## src/rtl/i2c_mem_pkg.sv

```systemverilog
package i2c_mem_pkg;
  // Link layer state of the slave
  typedef enum logic [2:0] {
    ST_IDLE,   // ignoring bus until Start
    ST_RX,     // shifting a byte in
    ST_ACK,    // slave pulls SDA during 9th clock
    ST_TX,     // shifting a byte out
    ST_MACK    // sampling master ACK/NACK
  } link_st_e;

  // Meaning of the byte being received
  typedef enum logic [1:0] {
    RX_CTRL,
    RX_ADDR,
    RX_DATA
  } rx_kind_e;
endpackage

```

## src/rtl/i2c_line_sync.sv

```systemverilog
module i2c_line_sync #(
  parameter int STAGES = 2
) (
  input  logic clk,
  input  logic rst_n,
  input  logic line_i,
  output logic lvl_o,
  output logic prev_o
);
  logic [STAGES-1:0] sync_q;
  logic              prev_q;

  always_ff @(posedge clk or negedge rst_n) begin
    if (!rst_n) begin
      sync_q <= '1;
      prev_q <= 1'b1;
    end else begin
      sync_q <= {sync_q[STAGES-2:0], line_i};
      prev_q <= sync_q[STAGES-1];
    end
  end

  assign lvl_o  = sync_q[STAGES-1];
  assign prev_o = prev_q;
endmodule

```

## src/rtl/i2c_sda_hold.sv

```systemverilog
module i2c_sda_hold #(
  parameter int HOLD_CLKS = 3
) (
  input  logic clk,
  input  logic rst_n,
  input  logic pull_req_i,
  input  logic scl_low_i,
  output logic pull_o
);
  localparam int CW = $clog2(HOLD_CLKS + 1) + 1;

  logic [CW-1:0] cnt_q;
  logic          pull_q;

  // A changed request is applied only after HOLD_CLKS+1 clocks
  always_ff @(posedge clk or negedge rst_n) begin
    if (!rst_n) begin
      cnt_q  <= '0;
      pull_q <= 1'b0;
    end else if (pull_req_i == pull_q) begin
      cnt_q <= '0;
    end else if (cnt_q == CW'(HOLD_CLKS)) begin
      pull_q <= pull_req_i;
      cnt_q  <= '0;
    end else begin
      cnt_q <= cnt_q + CW'(1);
    end
  end

  assign pull_o = pull_q;

  AST_PULL_SCL_LOW: assert property (@(posedge clk) disable iff (!rst_n) !$stable(pull_q) |-> $past(scl_low_i));
endmodule

```

## src/rtl/i2c_mem_slave.sv

```systemverilog
module i2c_mem_slave
  import i2c_mem_pkg::*;
#(
  parameter int         ADDR_W      = 8,
  parameter int         DATA_W      = 8,
  parameter int         PAGE_BYTES  = 8,
  parameter int         HOLD_CLKS   = 3,
  parameter int         SYNC_STAGES = 2,
  parameter logic [3:0] CTRL_CODE   = 4'b1010
) (
  input  logic              clk,
  input  logic              rst_n,
  input  logic              scl_i,
  input  logic              sda_i,
  output logic              sda_pull_o,
  input  logic              busy_i,
  output logic [ADDR_W-1:0] rd_addr_o,
  input  logic [DATA_W-1:0] rd_data_i,
  output logic              wr_valid_o,
  output logic [ADDR_W-1:0] wr_addr_o,
  output logic [DATA_W-1:0] wr_data_o,
  output logic              wr_stop_o
);
  localparam int PAGE_W = $clog2(PAGE_BYTES);
  localparam int BIT_W  = $clog2(DATA_W + 1);
  localparam int LINES  = 2;

  // Pointer arithmetic: writes stay inside a page, reads walk the array
  function automatic logic [ADDR_W-1:0] page_step(input logic [ADDR_W-1:0] a);
    logic [PAGE_W-1:0] lo;
    lo = a[PAGE_W-1:0] + PAGE_W'(1);
    return {a[ADDR_W-1:PAGE_W], lo};
  endfunction

  function automatic logic [ADDR_W-1:0] seq_step(input logic [ADDR_W-1:0] a);
    return a + ADDR_W'(1);
  endfunction

  function automatic logic code_match(input logic [DATA_W-1:0] b);
    return b[DATA_W-1 -: 4] == CTRL_CODE;
  endfunction

  // Line synchronisers (index 1 = SCL, index 0 = SDA)
  logic [LINES-1:0] line_raw, line_lvl, line_prev;
  assign line_raw = {scl_i, sda_i};

  for (genvar g = 0; g < LINES; g++) begin : g_line
    i2c_line_sync #(.STAGES(SYNC_STAGES)) u_sync (
      .clk    (clk),
      .rst_n  (rst_n),
      .line_i (line_raw[g]),
      .lvl_o  (line_lvl[g]),
      .prev_o (line_prev[g])
    );
  end

  logic scl_lvl, scl_prev, sda_lvl, sda_prev;
  assign scl_lvl  = line_lvl[1];
  assign scl_prev = line_prev[1];
  assign sda_lvl  = line_lvl[0];
  assign sda_prev = line_prev[0];

  // Named bus events
  logic scl_rise, scl_fall, start_det, stop_det;
  assign scl_rise  = scl_lvl & ~scl_prev;
  assign scl_fall  = ~scl_lvl & scl_prev;
  assign start_det = scl_lvl & scl_prev & sda_prev & ~sda_lvl;
  assign stop_det  = scl_lvl & scl_prev & ~sda_prev & sda_lvl;

  link_st_e          st_q;
  rx_kind_e          kind_q;
  logic [BIT_W-1:0]  bit_q;
  logic [DATA_W-1:0] shreg_q, txreg_q;
  logic [ADDR_W-1:0] ptr_q;
  logic              rw_q, mack_q, data_seen_q;
  logic              wr_valid_q, wr_stop_q;
  logic [ADDR_W-1:0] wr_addr_q;
  logic [DATA_W-1:0] wr_data_q;

  logic byte_done, byte_accept, pull_req;
  assign byte_done = (st_q == ST_RX) & scl_fall & (bit_q == BIT_W'(DATA_W));

  always_comb begin
    case (kind_q)
      RX_CTRL: byte_accept = code_match(shreg_q) & ~busy_i;
      default: byte_accept = ~busy_i;
    endcase
  end

  always_ff @(posedge clk or negedge rst_n) begin
    if (!rst_n) begin
      st_q        <= ST_IDLE;
      kind_q      <= RX_CTRL;
      bit_q       <= '0;
      shreg_q     <= '0;
      txreg_q     <= '0;
      ptr_q       <= '0;
      rw_q        <= 1'b0;
      mack_q      <= 1'b0;
      data_seen_q <= 1'b0;
      wr_valid_q  <= 1'b0;
      wr_stop_q   <= 1'b0;
      wr_addr_q   <= '0;
      wr_data_q   <= '0;
    end else begin
      wr_valid_q <= 1'b0;
      wr_stop_q  <= 1'b0;
      if (start_det) begin
        st_q        <= ST_RX;
        kind_q      <= RX_CTRL;
        bit_q       <= '0;
        data_seen_q <= 1'b0;
      end else if (stop_det) begin
        st_q        <= ST_IDLE;
        wr_stop_q   <= data_seen_q;
        data_seen_q <= 1'b0;
      end else begin
        case (st_q)
          ST_RX: begin
            if (scl_rise && bit_q != BIT_W'(DATA_W)) begin
              shreg_q <= {shreg_q[DATA_W-2:0], sda_lvl};
              bit_q   <= bit_q + BIT_W'(1);
            end else if (byte_done) begin
              if (byte_accept) begin
                st_q <= ST_ACK;
                case (kind_q)
                  RX_CTRL: rw_q  <= shreg_q[0];
                  RX_ADDR: ptr_q <= shreg_q[ADDR_W-1:0];
                  default: begin
                    wr_valid_q  <= 1'b1;
                    wr_addr_q   <= ptr_q;
                    wr_data_q   <= shreg_q;
                    ptr_q       <= page_step(ptr_q);
                    data_seen_q <= 1'b1;
                  end
                endcase
              end else begin
                st_q <= ST_IDLE;
              end
            end
          end
          ST_ACK: begin
            if (scl_fall) begin
              bit_q <= '0;
              if (kind_q == RX_CTRL && rw_q) begin
                txreg_q <= rd_data_i;
                ptr_q   <= seq_step(ptr_q);
                st_q    <= ST_TX;
              end else begin
                st_q   <= ST_RX;
                kind_q <= (kind_q == RX_CTRL) ? RX_ADDR : RX_DATA;
              end
            end
          end
          ST_TX: begin
            if (scl_fall) begin
              if (bit_q == BIT_W'(DATA_W - 1)) begin
                st_q  <= ST_MACK;
                bit_q <= '0;
              end else begin
                txreg_q <= {txreg_q[DATA_W-2:0], 1'b1};
                bit_q   <= bit_q + BIT_W'(1);
              end
            end
          end
          ST_MACK: begin
            if (scl_rise) begin
              mack_q <= ~sda_lvl;
            end else if (scl_fall) begin
              if (mack_q) begin
                txreg_q <= rd_data_i;
                ptr_q   <= seq_step(ptr_q);
                st_q    <= ST_TX;
              end else begin
                st_q <= ST_IDLE;
              end
            end
          end
          default: ;
        endcase
      end
    end
  end

  assign pull_req = (st_q == ST_ACK) | ((st_q == ST_TX) & ~txreg_q[DATA_W-1]);

  i2c_sda_hold #(.HOLD_CLKS(HOLD_CLKS)) u_hold (
    .clk        (clk),
    .rst_n      (rst_n),
    .pull_req_i (pull_req),
    .scl_low_i  (~scl_lvl),
    .pull_o     (sda_pull_o)
  );

  assign rd_addr_o  = ptr_q;
  assign wr_valid_o = wr_valid_q;
  assign wr_addr_o  = wr_addr_q;
  assign wr_data_o  = wr_data_q;
  assign wr_stop_o  = wr_stop_q;

  AST_NO_ACK_WHEN_BUSY: assert property (@(posedge clk) disable iff (!rst_n) (st_q == ST_ACK && $past(st_q) == ST_RX) |-> !$past(busy_i));
  AST_STOP_IDLES: assert property (@(posedge clk) disable iff (!rst_n) stop_det |=> (st_q == ST_IDLE));
  AST_PAGE_FIXED: assert property (@(posedge clk) disable iff (!rst_n) wr_valid_o |-> (ptr_q[ADDR_W-1:PAGE_W] == wr_addr_o[ADDR_W-1:PAGE_W]));
  AST_COMMIT_ON_STOP: assert property (@(posedge clk) disable iff (!rst_n) wr_stop_o |-> $past(stop_det));
  AST_READ_STEP: assert property (@(posedge clk) disable iff (!rst_n) (st_q == ST_TX && $past(st_q) != ST_TX) |-> (ptr_q == $past(ptr_q) + ADDR_W'(1)));
endmodule

```

## config.mk

```make
export PLATFORM = sky130hd
export DESIGN_NAME = i2c_mem_slave
export DESIGN_NICKNAME = d
export VERILOG_FILES = /design/src/rtl/i2c_mem_pkg.sv /design/src/rtl/i2c_line_sync.sv /design/src/rtl/i2c_sda_hold.sv /design/src/rtl/i2c_mem_slave.sv
export SDC_FILE = /design/constraint.sdc
export NUM_CORES = 1
export LEC_CHECK = 0
export BUFFER_PORTS_ARGS = -buffer_cell sky130_fd_sc_hd__buf_2
export CAP_MARGIN = 20
export CORE_MARGIN = 2
export CORE_UTILIZATION = 45
export DETAILED_ROUTE_END_ITERATION = 7
export SETUP_SLACK_MARGIN = 0.3
export SLEW_MARGIN = 20
export SYNTH_ARGS = -nofsm -noshare
export SYNTH_HDL_FRONTEND = slang
export SYNTH_SLANG_ARGS = --single-unit
export TNS_END_PERCENT = 50
```

## constraint.sdc

```tcl
create_clock -name clk -period 5.9 [get_ports clk]
set_clock_uncertainty 0.1 [all_clocks]
set_input_delay 1.18 -clock clk [delete_from_list [all_inputs] [get_ports clk]]
set_output_delay 1.18 -clock clk [all_outputs]
set_load 0.01 [all_outputs]
```

# Yosys cells after proc, flatten, opt, wreduce, memory -nomap -nowiden
# Index checks and enable logic that the tools add are counted.
dict set report word_totals {
  register_bits 64
  input_bits 13
  output_inout_bits 27
  elab_cells 172
}
dict set report classes {
  n_addsub 4
  eq_ne 37
  n_mux 63
  n_bitwise 23
  n_reduce_logical 25
}
# op n
set ops {}
lappend ops {{$mux W8} 15}
lappend ops {{$pmux W8 S3} 2}
lappend ops {{$mux W3} 11}
lappend ops {{$ne A4 B4 Y1 const B} 8}
lappend ops {{$ne A2 B2 Y1 const B} 13}
lappend ops {{$mux W4} 6}
lappend ops {{$mux W2} 9}
lappend ops {{$mux W1} 17}
lappend ops {{$pmux W8 S2} 1}
lappend ops {{$reduce_bool A3 Y1} 5}
lappend ops {{$reduce_and A7 Y1} 2}
lappend ops {{$reduce_and A13 Y1} 1}
lappend ops {{$pmux W3 S4} 1}
lappend ops {{$pmux W4 S3} 1}
lappend ops {{$reduce_and A12 Y1} 1}
lappend ops {{$reduce_and A4 Y1} 3}
lappend ops {{$and A1 B1 Y1} 11}
lappend ops {{$not A1 Y1} 11}
lappend ops {{$reduce_and A10 Y1} 1}
lappend ops {{$reduce_and A5 Y1} 2}
lappend ops {{$eq A3 B2 Y1 const B} 3}
lappend ops {{$ne A3 B3 Y1 const B} 3}
lappend ops {{$add A8 B1 Y8 const B} 1}
lappend ops {{$eq A4 B4 Y1 const B} 2}
lappend ops {{other kinds (19)} 22}

# Depth between registers and ports, before layout
dict set report logic_depth {
  ltp_word 9
  ltp_mapped 8
  mapped_depth_nobuf 7
}

# By module
# A second synthesis with hierarchy kept.
dict set report unflattened {
  hier_cells 264
  hier_area_um2 3139.3
}
# module n_inst cells_per_inst area_per_inst_um2 seq_area_each_um2
set by_module_without_submodules {}
lappend by_module_without_submodules {i2c_mem_slave 1 247 2815.2 1351.3}
lappend by_module_without_submodules {i2c_sda_hold 1 11 166.4 100.1}
lappend by_module_without_submodules {i2c_line_sync 2 3 78.8 78.8}

# Least setup slack after synthesis
# No wires, ideal clock.
dict set report synth_path {
  path_kind {in2reg}
  startpoint {in busy_i}
  endpoint {reg ptr_q[3] (netlist: rd_addr_o[3])}
  setup_ns 0.128
  arrival_ns 2.373
  required_ns 5.672
  path_slack_ns 3.300
  path_stages 6
  n_path_buf 1
  path_cell_list {nor3b_1 o2111ai_1 nand2b_1 and3_1 buf_2 mux2_1}
}
dict set report synth_between {
  elab_chain_len 5
}
# item line
set synth_rtl {}
lappend synth_rtl {{start: declaration} i2c_mem_slave.sv:16} ;# input logic busy_i,
lappend synth_rtl {{$not A1 Y1 *} {i2c_mem_slave.sv:85, i2c_mem_slave.sv:86}}
lappend synth_rtl {{$and A1 B1 Y1} i2c_mem_slave.sv:85} ;# RX_CTRL: byte_accept = code_match(shreg_q) & ~busy_i;
lappend synth_rtl {{$mux W1 *} i2c_mem_slave.sv:84} ;# case (kind_q)
lappend synth_rtl {{$ne A2 B2 Y1 (no line) *} n/a}
lappend synth_rtl {{$reduce_and A13 Y1 (no line) *} n/a}
lappend synth_rtl {{end signal: assignment} i2c_mem_slave.sv:128} ;# RX_ADDR: ptr_q <= shreg_q[ADDR_W-1:0];
lappend synth_rtl {{end signal: assignment} i2c_mem_slave.sv:133} ;# ptr_q <= page_step(ptr_q);
lappend synth_rtl {{end signal: assignment} i2c_mem_slave.sv:147} ;# ptr_q <= seq_step(ptr_q);
lappend synth_rtl {{end: declaration} i2c_mem_slave.sv:74} ;# logic [ADDR_W-1:0] ptr_q;
# Every way passes the cells marked *; elsewhere a longest branch is shown, timed or not.
# A chain may end at the register's enable or synchronous reset.

# Final worst setup path
dict set report layout_path {
  startpoint {in busy_i}
  endpoint {reg ptr_q[5] (netlist: rd_addr_o[5])}
}
# Same word-level chain as after synthesis.

==> summary.md <==
| Metric | Value |
|---|---|
| CTS resizes | `0` |
| FILL cells | `between 600 and 700` |
| Adder-cell share of the synthesized area | `1.61%` |
| Num rows | `30` |
| Area growth, synth to finish | `15.3%` |
| Grt total ovfl | `0` |
| Final Cycle Share | `a little over two fifths` |
| Hpwl dp | `around 3.8 mm` |
| CTS clk-pin slew, worst paths | `0.06 ns` |
| Drt pass-1 iters | `4` |
| Multi-input combinational cell area | `1420 sq um` |
| Final-report setup violation count | `0` |
| Clock latency at the later pin of the worst-skew pair | `0.34 ns` |
| Core Region | `slightly below 7000 sq um` |
| CTS H-tree depth | `3` |
| Outcome | `finished, final reports clean` |
| Setup_tns | `0 ns` |
| Vias in the first global route | `1998` |
| Avg WL per Cell | `15.0 um` |
| Max-cap viol count | `0` |
| Post-route setup slack | `3.36 ns` |
| Final slew viol count | `0` |
| Largest net degree at the start of global routing | `65` |
| Post-synthesis cell type count | `49` |
| DRC viols | `0` |
| Synth Net Count | `270` |
| DRT antenna net count | `0` |
| Post CTS Setup Buffer Count | `0` |
| Post-synth ARST share | `between 90% and 100%` |
| Number of port buffers | `39` |
| Mapped Area | `roughly 3100 sq um` |
| Sequential-to-total area share from yosys stat | `51.7%` |
| Synth Area per Inst | `between 10 and 15 sq um` |
| Synth area leaders | `dfrtp_1 (47%), mux2_2 (12%), dfstp_2 (5.1%), mux2_4 (3.9%), mux2_1 (2.2%)` |
| Post-Synthesis Cells | `253` |
| Initial antenna violation count | `0` |
| Max Clk Rate | `394 MHz` |
| RSZ-0062 raised after global routing | `false` |
| Kind of end point of the critical path | `flop` |
| Hold-fix buffer count after cts | `0` |
| Combinational family with the most area after synthesis | `multiplexers` |
| Post-Route WL | `5.69 mm` |
| Storage element area | `1610 sq um` |
| Min-Delay Path Class | `flop to flop` |
| I/O Pins | `40` |
| Critical Path RT | `6.02 ns` |
| #FFs+latches synth | `between 60 and 70` |
| Xor/xnor share of the synthesized area | `under 10%` |
| Area leader, netlist | `dfrtp_1` |
| EDFF count, synth | `0` |
| Layout net count | `between 300 and 400` |
| Initial core utilization | `46.1%` |
| Proportion of synthesized area in mux cells | `approximately 18%` |
| Antenna Cells | `0` |
| Routability Congestion | `roughly 0.84` |
| Commonest non-fill, non-tap cells in the layout | `dfrtp_1 (58), buf_2 (39), mux2_2 (32)` |
| Fin. Hold Viols | `0` |
| Die X | `87.2 um` |
| Slew @ Worst Pin | `roughly 0.78 ns` |
| Via Count | `2057` |
| First-pass GRT wire length | `9.78 mm` |
| Vias per cell | `5.43` |
| Max_slew headroom | `a little under half` |
| Fraction of layout cells with a size suffix above 1 | `35.5%` |
| Gr usage total | `about 17%` |
| Setup WS pre-CTS | `3.02 ns` |
| Post-synthesis compound-gate area fraction | `9.85%` |
| Initial drt markers | `91` |
| Longest Clk Path Bufs | `2` |
| Pwr per Cell Area | `430 nW/um^2` |
| Die Ht | `87.2 um` |
| CTS tree | `yes` |
| Die ar. | `roughly 7600 sq um` |
| CTS Buf Count | `9` |
| Clock tree root buffer cell | `clkbuf_8` |
| Worst path arrival time | `2.65 ns` |
| Min cycle time layout | `around 2.5 ns` |
| Critical path launch point type | `input port` |
| Clk sinks | `64` |
| LEAKAGE | `1.76 nW` |
| VDD IR max | `roughly 260 uV` |
| CP max FO | `5` |
| Crit Path Category | `input port to flop` |
| Synth Flop Type | `dfrtp_1` |
| Yosys warning count | `0` |
| Top cell type's share of synthesized area | `46.6%` |
| Synth Area in Simple Gates | `13.4%` |
| Most common cell after layout, fill and taps aside | `dfrtp_1` |
==> power breakdown <==
part	switching (mW)	internal, mW	total (mW)	leakage [nW]
clock network	0.159	0.273	0.432	0.117
registers	0.0962	0.532	0.628	0.833
logic	0.235	0.249	0.484	0.813
total	0.490	1.05	1.54	1.76
==> state kept, by name, summed over array words and instances, names as in the netlist <==
name                  count
kind_q                    2
g_line.u_sync.sync_q      4
mack_q                    1
g_line.u_sync.prev_o      2
bit_q                     4
wr_addr_o                 8
shreg_q                   8
wr_stop_o                 1
wr_data_o                 8
rd_addr_o                 8
wr_valid_o                1
txreg_q                   8
st_q                      3
u_hold.cnt_q              3
u_hold.pull_o             1
data_seen_q               1
rw_q                      1
==> metrics by stage <==
step / instances / hold WS (ns) / power [mW] / utilization (%) / area (sq um)
floorplan: 253 / 0.245 / 1.02 / - / 3110
detailed placement: 363 / 0.247 / 1.13 / 49.6 / 3350
global route: 379 / 0.260 / 1.65 / 53.1 / 3590
finish: 379 / 0.256 / 1.54 / 53.1 / 3590
global placement: 363 / 0.246 / 1.12 / 49.6 / 3350
CTS: 379 / 0.256 / 1.57 / 53.1 / 3590
==> critical path, stage by stage <==
cell,delay (ns)
buf_2,0.11
nor3b_1,0.30
o2111ai_1,0.22
nand2b_1,0.18
and3_1,0.32
mux2_1,0.35
==> routing by layer <==
layer,up-vias,routed length [um],track usage [%]
met2,44,2500,24.0
met1,1014,2810,24.4
met4,0,129,8.39
li1,988,-,-
met5,-,0,0
met3,11,243,3.51
==> Yosys cell counts (6+ instances only) <==
| cell | number |
|---|---|
| nand2_1 | 16 |
| mux2_2 | 32 |
| inv_1 | 6 |
| a21oi_1 | 7 |
| o21ai_0 | 10 |
| nor2_1 | 13 |
| dfstp_2 | 6 |
| a22o_1 | 7 |
| xnor2_1 | 7 |
| nand3_1 | 7 |
| dfrtp_1 | 58 |
| buf_2 | 6 |
| mux2_4 | 8 |
| mux2_1 | 6 |
| nand2b_1 | 7 |
==> final timing paths <==
path / from / to / slack (ns) / cells after the start
max in group asynchronous: rst_n / data_seen_q / 4.28 / 2
hold reg to reg: g_line[0].u_sync.sync_q[0] / g_line[0].u_sync.sync_q[1] / 0.26 / 0
setup reg to reg: bit_q[0] / bit_q[3] / 3.56 / 7
setup / recovery: busy_i / rd_addr_o[5] / 3.36 / 6
hold / removal: g_line[0].u_sync.sync_q[0] / g_line[0].u_sync.sync_q[1] / 0.26 / 0
min in group asynchronous: rst_n / txreg_q[5] / 0.90 / 2
==> cell type report <==
type,instances,share of cell area (%)
inverters,6,0.628
clock buffers,14,4.81
repair buffers,40,5.65
clock inverters,2,1.67
multi-input cells,173,39.6
well taps,80,2.79
flip-flops and latches,64,44.9
==> kinds of logic after synthesis <==
kind of cell | count (synthesis)
buffers and inverters | 16
AOI/OAI and AO/OA | 38
xor gates and xnor gates | 9
DFF | 64
muxes | 48
and+or+nand+nor | 74
adders and majority gates | 4
Power figures use the tool's default switching activity.
